## config.mk

```make
export PLATFORM = sky130hd
export DESIGN_NAME = pwrseq_top
export DESIGN_NICKNAME = d
export VERILOG_FILES = /design/src/rtl/pwrseq_pkg.sv /design/src/rtl/pwrseq_sync.sv /design/src/rtl/pwrseq_timer.sv /design/src/rtl/pwrseq_ctrl.sv /design/src/rtl/pwrseq_top.sv
export SDC_FILE = /design/constraint.sdc
export NUM_CORES = 1
export LEC_CHECK = 0
export ABC_AREA = 1
export CORE_ASPECT_RATIO = 0.9
export CORE_MARGIN = 10
export CORE_UTILIZATION = 55
export CTS_CLUSTER_SIZE = 25
export DETAILED_ROUTE_END_ITERATION = 10
export PLACE_DENSITY = 0.89
export SLEW_MARGIN = 20
export SYNTH_ARGS = -nofsm -noshare
export SYNTH_HDL_FRONTEND = slang
export SYNTH_HIERARCHICAL = 1
export SYNTH_SLANG_ARGS = --single-unit
```

## constraint.sdc

```tcl
create_clock -name clk -period 11.6 [get_ports clk]
set_input_delay 3.48 -clock clk [delete_from_list [all_inputs] [get_ports clk]]
set_output_delay 3.48 -clock clk [all_outputs]
set_load 0.01 [all_outputs]
```

## src/rtl/pwrseq_pkg.sv

```systemverilog
package pwrseq_pkg;

  localparam int NGRP = 5;
  // rails per group, and how many of them report power-good (monitored first)
  localparam int RCNT [NGRP] = '{3, 7, 6, 5, 1};
  localparam int PCNT [NGRP] = '{3, 4, 6, 1, 1};

  localparam logic [2:0] CODE_NONE  = 3'd0;
  localparam logic [2:0] CODE_LOST  = 3'd6;
  localparam logic [2:0] CODE_FAULT = 3'd7;
  localparam logic [2:0] STAGE_ON   = 3'd6;

  typedef enum logic [1:0] {S_IDLE, S_UP, S_ON, S_DOWN} seq_st_e;

  function automatic int rail_base(int g);
    int s = 0;
    for (int k = 1; k <= NGRP; k++) if (k < g) s += RCNT[k-1];
    return s;
  endfunction

  function automatic int pg_base(int g);
    int s = 0;
    for (int k = 1; k <= NGRP; k++) if (k < g) s += PCNT[k-1];
    return s;
  endfunction

  localparam int NRAIL = rail_base(NGRP + 1);
  localparam int NPG   = pg_base(NGRP + 1);
  localparam int STW   = 6 + NPG;

  function automatic logic [NRAIL-1:0] rail_upto(int lvl);
    logic [NRAIL-1:0] m = '0;
    for (int i = 0; i < NRAIL; i++) m[i] = (i < rail_base(lvl + 1));
    return m;
  endfunction

  function automatic logic [NPG-1:0] pg_upto(int lvl);
    logic [NPG-1:0] m = '0;
    for (int i = 0; i < NPG; i++) m[i] = (i < pg_base(lvl + 1));
    return m;
  endfunction

  function automatic logic [NPG-1:0] pg_of(int g);
    return pg_upto(g) & ~pg_upto(g - 1);
  endfunction

  function automatic logic needs_settle(int g);
    logic r = 1'b0;
    for (int k = 1; k <= NGRP; k++) if (k == g) r = (RCNT[k-1] != PCNT[k-1]);
    return r;
  endfunction

endpackage

```

## src/rtl/pwrseq_sync.sv

```systemverilog
module pwrseq_sync #(
  parameter int W = 1,
  parameter logic [W-1:0] RST_VAL = '0
) (
  input  logic         clk,
  input  logic         rst_n,
  input  logic [W-1:0] d_i,
  output logic [W-1:0] q_o
);
  for (genvar i = 0; i < W; i++) begin : g_bit
    logic meta, stab;
    always_ff @(posedge clk or negedge rst_n) begin
      if (!rst_n) begin
        meta <= RST_VAL[i];
        stab <= RST_VAL[i];
      end else begin
        meta <= d_i[i];
        stab <= meta;
      end
    end
    assign q_o[i] = stab;
  end
endmodule

```

## src/rtl/pwrseq_timer.sv

```systemverilog
module pwrseq_timer #(
  parameter int SETTLE_CYC  = 100000,
  parameter int TIMEOUT_CYC = 1000000
) (
  input  logic clk,
  input  logic rst_n,
  input  logic clr,
  output logic settle_done,
  output logic timeout
);
  localparam int CW = $clog2(TIMEOUT_CYC + 1);
  localparam logic [CW-1:0] T_MAX = CW'(TIMEOUT_CYC);
  localparam logic [CW-1:0] S_MAX = CW'(SETTLE_CYC);

  logic [CW-1:0] cnt;

  always_ff @(posedge clk or negedge rst_n) begin
    if (!rst_n)            cnt <= '0;
    else if (clr)          cnt <= '0;
    else if (cnt != T_MAX) cnt <= cnt + 1'b1;
  end

  assign settle_done = (cnt >= S_MAX);
  assign timeout     = (cnt == T_MAX);

  p_sat_r6: assert property (@(posedge clk) disable iff (!rst_n) cnt <= T_MAX);
  p_clr_r4: assert property (@(posedge clk) disable iff (!rst_n) clr |=> (cnt == '0));
endmodule

```

## src/rtl/pwrseq_ctrl.sv

```systemverilog
module pwrseq_ctrl
  import pwrseq_pkg::*;
(
  input  logic           clk,
  input  logic           rst_n,
  input  logic           en_s,
  input  logic           fault_n_s,
  input  logic [NPG-1:0] pg_s,
  input  logic           settle_done,
  input  logic           timeout,
  output logic           tmr_clr,
  output logic [2:0]     lvl_o,
  output logic           on_o,
  output logic [2:0]     code_o
);
  seq_st_e state, state_n;
  logic [2:0] lvl, lvl_n, code, code_n;
  logic [NPG-1:0] held;
  logic grp_ok, lost, settle_ok;

  always_comb begin
    grp_ok    = &(pg_s | ~pg_of(int'(lvl)));
    held      = (state == S_ON) ? pg_upto(NGRP) : pg_upto(int'(lvl) - 1);
    lost      = |(held & ~pg_s);
    settle_ok = !needs_settle(int'(lvl)) || settle_done;
    state_n   = state;
    lvl_n     = lvl;
    code_n    = code;
    tmr_clr   = 1'b0;
    case (state)
      S_IDLE: begin
        if (!en_s) code_n = CODE_NONE;
        else if (code == CODE_NONE) begin
          state_n = S_UP;
          lvl_n   = 3'd1;
          tmr_clr = 1'b1;
        end
      end
      S_UP, S_ON: begin
        if (!fault_n_s || lost || !en_s || (state == S_UP && timeout && !grp_ok)) begin
          state_n = S_DOWN;
          tmr_clr = 1'b1;
          if (code == CODE_NONE) begin
            if (!fault_n_s)  code_n = CODE_FAULT;
            else if (lost)   code_n = CODE_LOST;
            else if (en_s)   code_n = lvl;
          end
        end else if (state == S_UP && grp_ok && settle_ok) begin
          tmr_clr = 1'b1;
          if (lvl == 3'(NGRP)) state_n = S_ON;
          else                 lvl_n   = lvl + 3'd1;
        end
      end
      S_DOWN: begin
        if (settle_done) begin
          tmr_clr = 1'b1;
          lvl_n   = lvl - 3'd1;
          if (lvl == 3'd1) state_n = S_IDLE;
        end
      end
      default: state_n = S_IDLE;
    endcase
  end

  always_ff @(posedge clk or negedge rst_n) begin
    if (!rst_n) begin
      state <= S_IDLE;
      lvl   <= 3'd0;
      code  <= CODE_NONE;
    end else begin
      state <= state_n;
      lvl   <= lvl_n;
      code  <= code_n;
    end
  end

  assign lvl_o  = lvl;
  assign on_o   = (state == S_ON);
  assign code_o = code;

  p_step_r3: assert property (@(posedge clk) disable iff (!rst_n)
    (lvl != $past(lvl)) |-> ((lvl == $past(lvl) + 3'd1) || (lvl == $past(lvl) - 3'd1)));
  p_upok_r3: assert property (@(posedge clk) disable iff (!rst_n)
    ((lvl > $past(lvl)) && ($past(state) == S_UP)) |-> $past(grp_ok));
  p_idle_r2: assert property (@(posedge clk) disable iff (!rst_n)
    (state == S_IDLE) |-> (lvl == 3'd0));
  p_down_r11: assert property (@(posedge clk) disable iff (!rst_n)
    (state == S_DOWN) |=> (lvl <= $past(lvl)));
  p_sticky_r10: assert property (@(posedge clk) disable iff (!rst_n)
    ((code != CODE_NONE) && en_s) |=> (code == $past(code)));
endmodule

```

## src/rtl/pwrseq_top.sv

```systemverilog
module pwrseq_top
  import pwrseq_pkg::*;
#(
  parameter int SETTLE_CYC  = 100000,
  parameter int TIMEOUT_CYC = 1000000
) (
  input  logic             clk,
  input  logic             rst_n,
  input  logic             mod_en_i,
  input  logic             fault_n_i,
  input  logic [NPG-1:0]   pg_i,
  output logic [NRAIL-1:0] rail_en_o,
  output logic             mod_pg_o,
  output logic             sys_rst_n_o,
  output logic             man_rst_n_o,
  output logic [STW-1:0]   status_o
);
  localparam int SW = NPG + 2;

  logic [SW-1:0]  sync_q;
  logic           en_s, fault_n_s, settle_done, timeout, tmr_clr, on;
  logic [NPG-1:0] pg_s;
  logic [2:0]     lvl, code;

  pwrseq_sync #(.W(SW), .RST_VAL({1'b1, 1'b0, {NPG{1'b0}}})) u_sync (
    .clk(clk), .rst_n(rst_n), .d_i({fault_n_i, mod_en_i, pg_i}), .q_o(sync_q));
  assign {fault_n_s, en_s, pg_s} = sync_q;

  pwrseq_timer #(.SETTLE_CYC(SETTLE_CYC), .TIMEOUT_CYC(TIMEOUT_CYC)) u_tmr (
    .clk(clk), .rst_n(rst_n), .clr(tmr_clr),
    .settle_done(settle_done), .timeout(timeout));

  pwrseq_ctrl u_ctrl (
    .clk(clk), .rst_n(rst_n), .en_s(en_s), .fault_n_s(fault_n_s), .pg_s(pg_s),
    .settle_done(settle_done), .timeout(timeout), .tmr_clr(tmr_clr),
    .lvl_o(lvl), .on_o(on), .code_o(code));

  // registered outputs: no decode glitches reach the regulators
  always_ff @(posedge clk or negedge rst_n) begin
    if (!rst_n) begin
      rail_en_o   <= '0;
      mod_pg_o    <= 1'b0;
      sys_rst_n_o <= 1'b0;
      man_rst_n_o <= 1'b0;
      status_o    <= '0;
    end else begin
      rail_en_o   <= rail_upto(int'(lvl));
      mod_pg_o    <= on;
      sys_rst_n_o <= on;
      man_rst_n_o <= on;
      status_o    <= {code, (on ? STAGE_ON : lvl), pg_s};
    end
  end

  p_man_after_pg_r5: assert property (@(posedge clk) disable iff (!rst_n)
    man_rst_n_o |-> mod_pg_o);

  for (genvar g = 2; g <= NGRP; g++) begin : g_nest
    localparam int LO = rail_base(g - 1);
    localparam int HI = rail_base(g) - 1;
    p_nest_r11: assert property (@(posedge clk) disable iff (!rst_n)
      rail_en_o[rail_base(g)] |-> (&rail_en_o[HI:LO]));
  end
endmodule

```

==> metrics.txt, run 1 <==
outcome=completed; initial antenna violation count=0; CTS max path bufs=2; largest net degree at the start of global routing=64; Post-synth EDFFs=0; post-synthesis cell type count=46; routability cong.=0.964; Final setup viols=0; Initial Util=0.560; GR Util All Layers=0.167; CP max stage delay=670 ps; Core Rows=35; critical path type=flop to flop; dominant synthesized flop cell=dfrtp_1; vias per cell=5.26; sequential area share after synthesis=0.436; CP max FO=14; synthesized cell area=0.00569 mm²; TNS Setup=0 ps; Die X=127 µm; Worst Setup SP=u_ctrl/lvl_o[0]; Layout Nets=778; syn nets=735; # clock sinks=99; placed cell area=0.00623 mm²; CP max stage cell=a31oi_1; CP Launch Type=flop; Max-Slew Margin vs Limit=0.478; Post-CTS Hold Buffers=0; crit path time final=5530 ps; CTS clk-pin slew, worst paths=70 ps; core area=0.0102 mm²; Reg2Reg Setup Slack=6070 ps; WP data arrival=5760 ps; top-count cell post-synth=nand2_1; sequential cell area=0.00248 mm²; Cells after Synth=693; post-route cell area=0.00652 mm²; # diodes=0; max-cap violations=0; CP endpoint kind=flop; worst setup path end=u_tmr/cnt[0]; clock skew=12.3 ps; synth warn=6; port bufs=64; fillers=800; Final Routed Wirelength=12.1 mm; share of cells above drive strength 1=0.143; area delta synth->final=14.5%; max-slew violation count=0; flop and latch count out of synthesis=99; reg2reg start=u_ctrl/lvl_o[0]; total CTS buffers=9; worst hold-check path type=flop to flop; Register-to-Register Path Depth=28; Antenna Nets Post-Route=0; first-pass GRT wire length=20.7 mm; period utilization=0.477; Req. time, crit path=11,830 ps; drt wl/cell=13.9 µm; DR DRC count=0; RSZ-0062 raised after global routing=no; CTS resizes=0; Die H=117 µm; Post-DP HPWL=9.15 mm; Fin. Hold Viols=0; ys async rst share=1.00; worst-margin pin slew=779 ps; CTS Root Cell=clkbuf_16; footprint of the multi-input gates=0.00255 mm²; CTS tree=built; First-pass DRT Iterations=5; vias in the first global route=4,482; leading area contributor after synthesis=dfrtp_1; worst skew pair latency=340 ps; grt ovf=0; maximum clock frequency=181 MHz; Synth area leaders=dfrtp_1 43%, nand2_1 10%, inv_1 5.9%; cell mode on critical path=nand2_1; Iter 0 DRT Violations=484; # IOs=65; Die ar.=0.0148 mm²; synth cell count leaders=157 x nand2_1, 97 x dfrtp_1, 89 x inv_1; syn avg cell area=8.21 µm²; setup bufs post-CTS=0; Vias=4,580; area share of the largest cell type after synthesis=0.426; FF-to-FF End=u_tmr/cnt[0]; H-Tree Depth=3
## layer usage
| layer | up-vias | part of all wire | GRT usage |
|---|---|---|---|
| met3 | 17 | 0.076 | 0.0408 |
| met1 | 2138 | 0.41 | 0.200 |
| met4 | 0 | 0.016 | 0.0561 |
| met2 | 185 | 0.49 | 0.288 |
| li1 | 2240 | - | - |
| met5 | - | 0 | 0 |
## worst max-delay path, delay by kind of cell (launching register included)
family / cells / cell delay (ps)
simple gates: 17 / 1810
flops: 1 / 620
fa+ha+maj: 3 / 890
buf+inv: 6 / 1050
compound gates: 2 / 1020
## state kept, by name, summed over array words and instances, names as in the netlist
signal / count
u_sync/g_bit.meta: 17
u_ctrl/state: 2
u_ctrl/code_o: 3
status_o: 21
u_ctrl/lvl_o: 3
man_rst_n_o: 1
u_sync/g_bit.stab: 17
rail_en_o: 15
u_tmr/cnt: 20
## per-stage QoR
stage | cells | utilization | hold slack (ps) | setup slack [ps]
after floorplan | 693 | - | 331 | 7250
after global placement | 854 | 0.614 | 333 | 6490
after detailed placement | 854 | 0.614 | 335 | 6240
after CTS | 870 | 0.642 | 350 | 6200
after global routing | 870 | 0.642 | 357 | 5560
final | 870 | 0.642 | 346 | 6070
## cells by family (layout without fill, tap and decap cells)
group,count (synthesis),count (layout),synth area share
compound gates,55,55,0.0583
xor+xnor,4,4,0.00616
buf+inv,139,187,0.116
flops,99,99,0.436
simple gates,373,373,0.330
fa+ha+maj,23,23,0.0532
## worst min-delay path by stage
stage,start,end,slack (ps),cells after the start
2_1_floorplan,u_sync/g_bit[0].meta,u_sync/g_bit[0].stab,330,0
5_1_grt,u_sync/g_bit[13].meta,u_sync/g_bit[13].stab,360,0
6_report,u_sync/g_bit[2].meta,u_sync/g_bit[2].stab,350,0
4_1_cts,u_sync/g_bit[10].meta,u_sync/g_bit[10].stab,350,0
3_3_place_gp,u_sync/g_bit[3].meta,u_sync/g_bit[3].stab,330,0
3_5_place_dp,u_sync/g_bit[10].meta,u_sync/g_bit[10].stab,330,0
## layout make-up
type,count,share of cell area
Tap cell,129,0.0248
Multi-Input combinational cell,455,0.391
Clock inverter,7,0.00902
Sequential cell,99,0.380
Timing Repair Buffer,65,0.0990
Inverter,106,0.0610
Clock buffer,9,0.0345
## layout by cell type, fill, tap and decap left out, types with 10 or more instances in the layout
cell type        count
ha_1                21
nand2_2             19
o21ai_1             10
dfrtp_1             97
nor3_1              12
nand4_1             14
nand2_1            157
nand3_1             54
inv_2               16
nor2_1              67
o21ai_0             13
a21oi_1             16
inv_1               89
nand2_4             12
clkdlybuf4s50_1     63
Power of run 1 is left out: the tool's default activity adds up to more than one toggle a clock period on the data nets, which glitch-free logic cannot reach.
==> run 2: changes to the inputs <==
--- a/config.mk
+++ b/config.mk
@@ -8,10 +8,10 @@
 export ABC_AREA = 1
 export CORE_ASPECT_RATIO = 0.9
 export CORE_MARGIN = 10
-export CORE_UTILIZATION = 55
+export CORE_UTILIZATION = 51
 export CTS_CLUSTER_SIZE = 25
 export DETAILED_ROUTE_END_ITERATION = 10
-export PLACE_DENSITY = 0.89
+export PLACE_DENSITY = 0.87
 export SLEW_MARGIN = 20
 export SYNTH_ARGS = -nofsm -noshare
 export SYNTH_HDL_FRONTEND = slang
==> constraint.sdc (replaced) <==
create_clock -name clk -period 4.68 [get_ports clk]
set_input_delay 1.404 -clock clk [delete_from_list [all_inputs] [get_ports clk]]
set_output_delay 1.404 -clock clk [all_outputs]
set_load 0.01 [all_outputs]
==> metrics.txt, run 2 (same netlist as run 1, synthesis figures left out) <==
outcome=completed; Fin. Hold Viols=0; Max-Slew Margin vs Limit=0.510; Hold Slack=344 ps; CTS Root Cell=clkbuf_16; First-pass DRT Iterations=5; share of cells above drive strength 1=0.163; critical path type=flop to flop; max-slew violation count=0; placed cell area=0.00629 mm²; Reg2Reg Setup Slack=280 ps; most frequent cells in the layout=155 x nand2_1, 97 x dfrtp_1, 85 x inv_1, 66 x nor2_1, 63 x clkdlybuf4s50_1; core area=0.0109 mm²; initial antenna violation count=0; Vias=4,508; max-cap violations=0; Initial Util=0.524; WP data arrival=4670 ps; # IOs=65; drt wl/cell=13.3 µm; worst-margin pin slew=735 ps; grt ovf=0; # diodes=0; post-route cell area=0.00667 mm²; hold path endpoint=u_sync/g_bit[3].stab; first-pass GRT wire length=20.0 mm; Die ar.=0.0158 mm²; CTS max path bufs=2; crit path time final=4400 ps; fillers=906; Die X=131 µm; DR DRC count=0; worst skew pair latency=350 ps; Iter 0 DRT Violations=409; Antenna Nets Post-Route=0; Layout Nets=785; CP endpoint kind=flop; Final setup viols=0; Final Routed Wirelength=12.0 mm; Die H=120 µm; fin cells=900; largest register by flop count=status_o; Req. time, crit path=4950 ps; H-Tree Depth=3; area delta synth->final=17.2%; # clock sinks=99; vias in the first global route=4,194; hold depth=0; Largest register FFs=21; CP Launch Type=flop; port bufs=64; total CTS buffers=9; FF-to-FF End=u_tmr/cnt[8]; reg2reg start=u_ctrl/lvl_o[0]; maximum clock frequency=227 MHz; Core Rows=36; CTS tree=built; hold path start=u_sync/g_bit[3].meta; Register-to-Register Path Depth=25; routability cong.=0.937; largest net degree at the start of global routing=86; most common cell after layout, fill and taps aside=nand2_1; period utilization=0.940; sequential cell area=0.00248 mm²; Post-DP HPWL=8.93 mm; CTS clk-pin slew, worst paths=70 ps; footprint of the multi-input gates=0.00260 mm²; largest registers=status_o: 21 flops, u_tmr/cnt: 20 flops; Inst Count DP=881; GR Util All Layers=0.150; CP max FO=15; clock skew=9.92 ps; worst hold-check path type=flop to flop; vias per cell=5.01
-- run 2: final cells by class --
cell class | count | share of cell area
multi-input cells | 455 | 0.390
well taps | 152 | 0.0285
clock inverters | 6 | 0.00863
flip-flops and latches | 99 | 0.372
clock buffers | 10 | 0.0358
repair inverters | 1 | 0.00113
inverters | 106 | 0.0604
repair buffers | 71 | 0.104
-- run 2: per-stage QoR --
stage	TNS (ps)	util	worst slack (ps)
3_5_place_dp	0	0.580	53.5
3_3_place_gp	0	0.580	207
5_1_grt	-50.6	0.615	-24.7
4_1_cts	0	0.607	133
6_report	0	0.615	280
2_1_floorplan	0	-	325
-- run 2: timing repair --
action | 4_1_cts | 5_1_grt
cloned | 0 | 1
hold buffers | 0 | 0
endpoints found under the setup margin | 2 | 20
gates resized for setup | 1 | 16
pin swaps | 0 | 2
setup buffers | 0 | 2
-- run 2: layer usage --
metal,track usage,wire [µm]
met1,0.196,5380
met2,0.241,5650
met3,0.0368,791
met4,0.0472,184
met5,0,0
-- run 2: how the worst max path moves through the flow --
stage                               start  slack, ps            end  cells past startpoint
after floorplan           u_ctrl/lvl_o[0]        330   u_tmr/cnt[8]                     26
after global placement    u_ctrl/lvl_o[0]        210  u_tmr/cnt[12]                     25
after detailed placement  u_ctrl/lvl_o[0]         50   u_tmr/cnt[8]                     25
after CTS                 u_ctrl/lvl_o[0]        130   u_tmr/cnt[8]                     25
after global routing      u_ctrl/lvl_o[0]        -20   u_tmr/cnt[1]                     30
final                     u_ctrl/lvl_o[0]        280   u_tmr/cnt[8]                     25
-- run 2: critical path, stage by stage (launching register included) --
cell,delay [ps]
dfrtp_1,410
clkinv_4,140
ha_4,290
nor2_4,140
nand3_1,140
nand2_4,110
nand3_2,160
nand2_4,130
nand2_4,70
fa_1,640
nand4_4,200
nor2_2,140
nand2_2,80
nand2_4,170
nand3_1,100
nand2_1,80
nand2_1,50
nor2_1,140
nand3_2,130
nor3_2,170
nand2_2,120
nand2_4,120
a31oi_4,140
inv_2,170
o21ai_0,110
a21oi_1,150
Power of run 2 is left out for the same reason.
